### config.mk
export PLATFORM = sky130hd
export DESIGN_NAME = ser_irq_agent
export DESIGN_NICKNAME = d
export VERILOG_FILES = /design/src/rtl/ser_irq_pkg.sv /design/src/rtl/line_low_meter.sv /design/src/rtl/slot_decode.sv /design/src/rtl/ser_irq_agent.sv
export SDC_FILE = /design/constraint.sdc
export NUM_CORES = 1
export LEC_CHECK = 0
export ABC_CLOCK_PERIOD_IN_PS = 2500
export BUFFER_PORTS_ARGS = -buffer_cell sky130_fd_sc_hd__buf_2
export CORE_AREA = 2 2 52 54
export CTS_BUF_LIST = sky130_fd_sc_hd__clkbuf_8
export DETAILED_ROUTE_END_ITERATION = 10
export DIE_AREA = 0 0 54 56
export PLACE_DENSITY = 0.86
export SETUP_SLACK_MARGIN = 0.5
export SYNTH_ARGS = -nofsm -noshare
export SYNTH_HDL_FRONTEND = slang
export SYNTH_SLANG_ARGS = --single-unit
### constraint.sdc
create_clock -name clk -period 2.5 [get_ports clk]
set_input_delay 0.25 -clock clk [delete_from_list [all_inputs] [get_ports clk]]
set_output_delay 0.25 -clock clk [all_outputs]
set_load 0.05 [all_outputs]
### src/rtl/ser_irq_pkg.sv
package ser_irq_pkg;

    typedef enum logic [2:0] {
        ST_IDLE,
        ST_KICK,
        ST_WAIT,
        ST_FRAMES,
        ST_GAP
    } agent_state_t;

endpackage

### src/rtl/line_low_meter.sv
module line_low_meter #(
    parameter int RUN_W = 3
) (
    input  logic             clk,
    input  logic             rst_n,
    input  logic             line_in,
    output logic [RUN_W-1:0] low_run,
    output logic             line_rise
);

    localparam logic [RUN_W-1:0] RUN_MAX = '1;

    always_ff @(posedge clk or negedge rst_n) begin
        if (!rst_n) begin
            low_run <= '0;
        end else if (line_in) begin
            low_run <= '0;
        end else if (low_run != RUN_MAX) begin
            low_run <= low_run + 1'b1;
        end
    end

    assign line_rise = line_in && (low_run != '0);

    // every low sample leaves a nonzero run length behind it
    assert_low_count_R6: assert property (@(posedge clk) disable iff (!rst_n)
        !line_in |=> (low_run != '0));

endmodule

### src/rtl/slot_decode.sv
module slot_decode #(
    parameter int SLOT_W   = 5,
    parameter int MAX_SLOT = 16,
    parameter int CNT_W    = 7
) (
    input  logic [SLOT_W-1:0] slot_sel,
    input  logic              smi_shared,
    output logic              slot_ok,
    output logic [CNT_W-1:0]  tgt_pos
);

    localparam logic [SLOT_W-1:0] SLOT_LO  = SLOT_W'(2);
    localparam logic [SLOT_W-1:0] SLOT_HI  = SLOT_W'(MAX_SLOT);
    localparam logic [SLOT_W-1:0] SLOT_SMI = SLOT_W'(3);

    always_comb begin
        slot_ok = (slot_sel >= SLOT_LO) && (slot_sel <= SLOT_HI)
                  && !((slot_sel == SLOT_SMI) && smi_shared);
        // drive is registered one clock ahead of sample clock 3n-1
        tgt_pos = CNT_W'(slot_sel) * CNT_W'(3) - CNT_W'(2);
    end

endmodule

### src/rtl/ser_irq_agent.sv
module ser_irq_agent
    import ser_irq_pkg::*;
#(
    parameter int SLOT_W    = 5,
    parameter int MAX_SLOT  = 16,
    parameter int START_MIN = 4,
    parameter int RUN_W     = 3
) (
    input  logic              clk,
    input  logic              rst_n,
    input  logic [SLOT_W-1:0] slot_sel,
    input  logic              smi_shared,
    input  logic              irq_level,
    input  logic              line_in,
    output logic              line_oe,
    output logic              line_out
);

    localparam int CNT_W = $clog2(3 * MAX_SLOT + 2) + 1;
    localparam logic [CNT_W-1:0] POS_MAX = '1;

    logic [RUN_W-1:0] low_run;
    logic             line_rise;
    logic             slot_ok;
    logic [CNT_W-1:0] tgt_pos;

    agent_state_t     state, nstate;
    logic [CNT_W-1:0] pos;
    logic             quiet_mode;
    logic             last_rep;
    logic             drove;

    logic start_end, stop_end, pending, slot_hit;

    line_low_meter #(.RUN_W(RUN_W)) u_meter (
        .clk       (clk),
        .rst_n     (rst_n),
        .line_in   (line_in),
        .low_run   (low_run),
        .line_rise (line_rise)
    );

    slot_decode #(.SLOT_W(SLOT_W), .MAX_SLOT(MAX_SLOT), .CNT_W(CNT_W)) u_slot (
        .slot_sel   (slot_sel),
        .smi_shared (smi_shared),
        .slot_ok    (slot_ok),
        .tgt_pos    (tgt_pos)
    );

    always_comb begin
        start_end = line_rise && (low_run >= RUN_W'(START_MIN));
        stop_end  = (state == ST_FRAMES) && line_rise
                    && ((low_run == RUN_W'(2)) || (low_run == RUN_W'(3)));
        pending   = slot_ok && quiet_mode && (irq_level != last_rep);
        slot_hit  = (state == ST_FRAMES) && slot_ok && (pos == tgt_pos) && !start_end;
    end

    always_comb begin
        nstate = state;
        if (start_end) begin
            nstate = ST_FRAMES;
        end else begin
            unique case (state)
                ST_IDLE:   if (pending && line_in) nstate = ST_KICK;
                ST_KICK:   nstate = ST_WAIT;
                ST_WAIT:   nstate = ST_WAIT;
                ST_FRAMES: if (stop_end) nstate = ST_GAP;
                ST_GAP:    nstate = ST_IDLE;
            endcase
        end
    end

    always_ff @(posedge clk or negedge rst_n) begin
        if (!rst_n) begin
            state      <= ST_IDLE;
            pos        <= POS_MAX;
            quiet_mode <= 1'b0;
            last_rep   <= 1'b0;
        end else begin
            state <= nstate;
            if (start_end) begin
                pos <= CNT_W'(1);
            end else if (pos != POS_MAX) begin
                pos <= pos + 1'b1;
            end
            if (stop_end) begin
                quiet_mode <= (low_run == RUN_W'(2));
            end
            if (slot_hit) begin
                last_rep <= irq_level;
            end
        end
    end

    always_ff @(posedge clk or negedge rst_n) begin
        if (!rst_n) begin
            line_oe  <= 1'b0;
            line_out <= 1'b1;
            drove    <= 1'b0;
        end else if (start_end || stop_end) begin
            line_oe  <= 1'b0;
            line_out <= 1'b1;
            drove    <= 1'b0;
        end else if ((state == ST_IDLE) && (nstate == ST_KICK)) begin
            line_oe  <= 1'b1;
            line_out <= 1'b0;
        end else if (state == ST_KICK) begin
            line_oe  <= 1'b0;
            line_out <= 1'b1;
        end else if (slot_hit) begin
            if (irq_level) begin
                line_oe  <= 1'b1;
                line_out <= 1'b0;
                drove    <= 1'b1;
            end
        end else if (drove && !line_out) begin
            line_out <= 1'b1;
        end else if (drove) begin
            line_oe <= 1'b0;
            drove   <= 1'b0;
        end
    end

    // a low slot drive only appears one count past the slot target
    assert_slot_phase_R2: assert property (@(posedge clk) disable iff (!rst_n)
        (line_oe && !line_out && (state == ST_FRAMES) && $stable(slot_sel))
        |-> (pos == tgt_pos + CNT_W'(1)));

    // a slot sampled with the request low leaves the line alone
    assert_quiet_slot_R3: assert property (@(posedge clk) disable iff (!rst_n)
        (slot_hit && !irq_level) |=> !line_oe);

    // an unusable slot number never leads to driving
    assert_no_drive_invalid_R4: assert property (@(posedge clk) disable iff (!rst_n)
        ($past(!slot_ok, 1) && $past(!slot_ok, 2) && $past(!slot_ok, 3)) |-> !line_oe);

    // the stop width decides the mode
    assert_stop_decode_R7: assert property (@(posedge clk) disable iff (!rst_n)
        stop_end |=> (quiet_mode == ($past(low_run) == RUN_W'(2))));

    // a self-started low lasts one clock
    assert_kick_single_R8: assert property (@(posedge clk) disable iff (!rst_n)
        (line_oe && !line_out && (state == ST_KICK)) |=> !line_oe);

    // outside the frames a low drive requires quiet mode
    assert_no_kick_cont_R9: assert property (@(posedge clk) disable iff (!rst_n)
        (line_oe && !line_out && (state != ST_FRAMES)) |-> quiet_mode);

endmodule

==> flow_summary.json <==
{
  "outcome": "finished clean",
  "antenna_cells": 0,
  "h-tree-depth": 1,
  "yosysWarnings": 0,
  "ys.flop_type": "dfrtp_1",
  "die_area_mm2": 0.003024,
  "num_io_pins": 12,
  "leakagePower_nw": 0.8138,
  "crit_type": "in -> reg",
  "synthCells": 155,
  "die_h_um": 56,
  "yosys.area.top_type": "dfrtp_1",
  "grt_pass1_vias": 1177,
  "rsz0062_at_grt": "true",
  "final_common_cell": "ha_1",
  "cts_buffers": 3,
  "switching_share_pct": 36.49,
  "place.port_buffers": 11,
  "clock_sinks": 18,
  "yosysSeqAreaShare_pct": 32.06,
  "crit_slowest_cell": "fa_2",
  "floorplan.initialDensity_pct": 59.05,
  "drt-vias-per-instance": 5.782,
  "power.density_mw_per_mm2": 684.9,
  "synth_edf_count": 0,
  "drtPass1Iterations": 4,
  "async_flop_share_pct": 100.0,
  "busiest_layer": "met2",
  "track_usage_pct": 22.57,
  "first_iter_violations": 42,
  "gp_congestion": 0.8091,
  "min_path_type": "in -> reg",
  "final_area_mm2": 0.001749,
  "cts_tree": "built",
  "met1_usage_pct": 27.68,
  "startpoint_type": "primary input",
  "insertion_delay_ns": 0.25,
  "critPathTopFamily": "adder cells",
  "core_area_mm2": 0.002432,
  "crit_path_max_fanout": 4,
  "detailed_place.area_mm2": 0.001603,
  "die_w_um": 54,
  "cp.arrival_ns": 2.35,
  "max_stage_delay_ns": 0.51,
  "gr-total-overflow": 0,
  "use_met3_pct": 6.183,
  "drc": 0,
  "cts.path.max_buffers": 2,
  "synth_fp_nets": 186,
  "cp-end-kind": "flip-flop",
  "utilization_pct": 71.91,
  "max_slew.worst_pin.slew_ns": 0.5271,
  "intPower_mw": 0.7609,
  "grt_start_max_net_pins": 19,
  "routedWlPerCell_um": 15.44,
  "tns_ns": 0,
  "finalClockSkew_ns": 0.005086,
  "layout.nets": 208,
  "synth.distinct_cells": 45,
  "power_frac_comb_pct": 35.7,
  "post_route_cells_drive_above_1_share_pct": 29.55,
  "hpwlAfterDp_mm": 2.409,
  "via_count": 1191,
  "root_buffer": "clkbuf_8",
  "hold_ws_ns": 0.2173,
  "grt_antenna_before_repair": 0,
  "fmax_mhz": 461.4,
  "sequentialPowerShare_pct": 44.5,
  "antenna_left": 0,
  "crit_chain": "buf_12 -> inv_12 -> ha_4 -> inv_2 -> ha_4 -> inv_2 -> fa_2 -> xor2_1 -> nand4_1 -> nor4_2 -> and4_4 -> a211oi_2 -> a311o_1",
  "clkPwrFrac_pct": 19.8,
  "wl_mm": 3.181,
  "ys_ff_latch": 18,
  "grt_pass1_wl_mm": 5.126,
  "maxCapViolations": 0,
  "ir_drop_v": 0.0008019,
  "slew_headroom_pct": 64.31,
  "synth_area_per_cell_um2": 9.267,
  "row_count": 18,
  "total_power_mw": 1.198,
  "synth_area_mm2": 0.001436,
  "final_cell_mix": "16 x ha_1, 15 x nor2_1, 14 x inv_1",
  "path_clk_slew_ns": 0.07,
  "setup_viol": 0,
  "p_switching_mw": 0.4371,
  "synthTopCellsByArea": "dfrtp_1 17%, ha_1 17%, dfstp_2 15%, xor2_1 5.5%, inv_1 5.2%",
  "slew_violations": 0,
  "period_needed_ns": 2.167,
  "syn_to_final_growth_pct": 21.78,
  "grtUsageMet2_pct": 37.80,
  "fin_crit_sh_pct": 86.70,
  "hold_viol": 0,
  "crit_required_ns": 2.68,
  "synth_top_area_share_pct": 17.42,
  "crit_buf_inv": 4
}
==> cell usage after synthesis (2+ instances only) <==
cell / n
a31oi_1: 2
dfrtp_1: 10
nor2_1: 15
nand2_1: 7
mux2i_1: 3
a22oi_1: 2
nand4_1: 4
xor2_1: 9
a21oi_1: 4
nor3_1: 3
o31ai_1: 2
o21ai_0: 6
ha_1: 19
and3b_1: 2
fa_1: 2
a21o_1: 3
dfstp_2: 8
inv_1: 20
xnor2_1: 7
and2_1: 2
==> power by group through the flow <==
stage | clock [mW] | combinational (mW) | sequential (mW)
after floorplan | 0 | 0.304 | 0.521
after detailed placement | 0 | 0.410 | 0.535
after global routing | 0.262 | 0.482 | 0.543
final | 0.238 | 0.428 | 0.533
after CTS | 0.242 | 0.420 | 0.530
after global placement | 0 | 0.390 | 0.525
==> worst reg2reg max path, delay by kind of cell (launching register included) <==
kind | cells | cell delay (ns)
AND/OR/NAND/NOR | 2 | 0.72
AO/OA/AOI/OAI | 2 | 0.56
flip-flops | 1 | 0.40
XOR/XNOR | 1 | 0.19
buffers and inverters | 1 | 0.11
==> routing by layer <==
metal / wire (um) / vias up / part of all wire (%)
met2: 1612 / 44 / 51
met3: 174 / 9 / 5.5
met4: 56 / 0 / 1.8
li1: - / 567 / -
met1: 1338 / 571 / 42
met5: 0 / - / 0
==> area by class of cell <==
| cell class | instances | area, um2 |
|---|---|---|
| Clock buffer | 4 | 55.05 |
| Tap cell | 30 | 37.54 |
| Timing Repair Buffer | 21 | 157.7 |
| Inverter | 20 | 92.59 |
| Multi-Input combinational cell | 113 | 945.9 |
| Sequential cell | 18 | 460.4 |
| Fill cell | 173 | 683.2 |
==> logic make-up after synthesis <==
logic type	after synthesis	share of synthesized area [%]
AO/OA/AOI/OAI	26	11.93
flip-flops	18	32.06
multiplexers	4	2.875
adder cells (fa/ha/maj)	21	19.34
buffers and inverters	24	6.706
XOR/XNOR	16	9.756
AND/OR/NAND/NOR	46	17.34
==> sequential cells by signal, summed over array words and instances (netlist names) <==
| name | count |
|---|---|
| quiet_mode | 1 |
| state | 3 |
| line_out | 1 |
| last_rep | 1 |
| pos | 7 |
| line_oe | 1 |
| u_meter.low_run | 3 |
| drove | 1 |
==> repair_timing <==
action                                 in CTS  in global routing
setup buffers                               3                  0
setup endpoints to repair                   5                  6
endpoints found under the hold margin      10                  0
gates resized for setup                    11                  6
pin swaps                                   6                  3
hold buffers                                1                  0
==> final timing paths <==
check	start	to	slack, ns	cells after the start
max in group asynchronous	rst_n	pos[5]$_DFFE_PN1P_	1.73	2
worst max-delay path	slot_sel[1]	line_out$_DFFE_PN1P_	0.33	13
min in group asynchronous	rst_n	drove$_DFFE_PN0P_	0.45	2
worst min-delay path	line_in	u_meter.low_run[2]$_DFFE_PN0P_	0.22	2
worst max register to register	last_rep$_DFFE_PN0P_	line_out$_DFFE_PN1P_	0.46	6
worst min register to register	quiet_mode$_DFFE_PN0P_	quiet_mode$_DFFE_PN0P_	0.50	1
==> through the flow <==
stage                     setup slack [ns]  instances
final                               0.3326        206
after global routing                0.1879        206
after CTS                           0.2242        206
after detailed placement          -0.08770        198
after global placement            -0.01911        198
after floorplan                     0.1941        155
No activity file was read; power rests on OpenSTA's default activity.
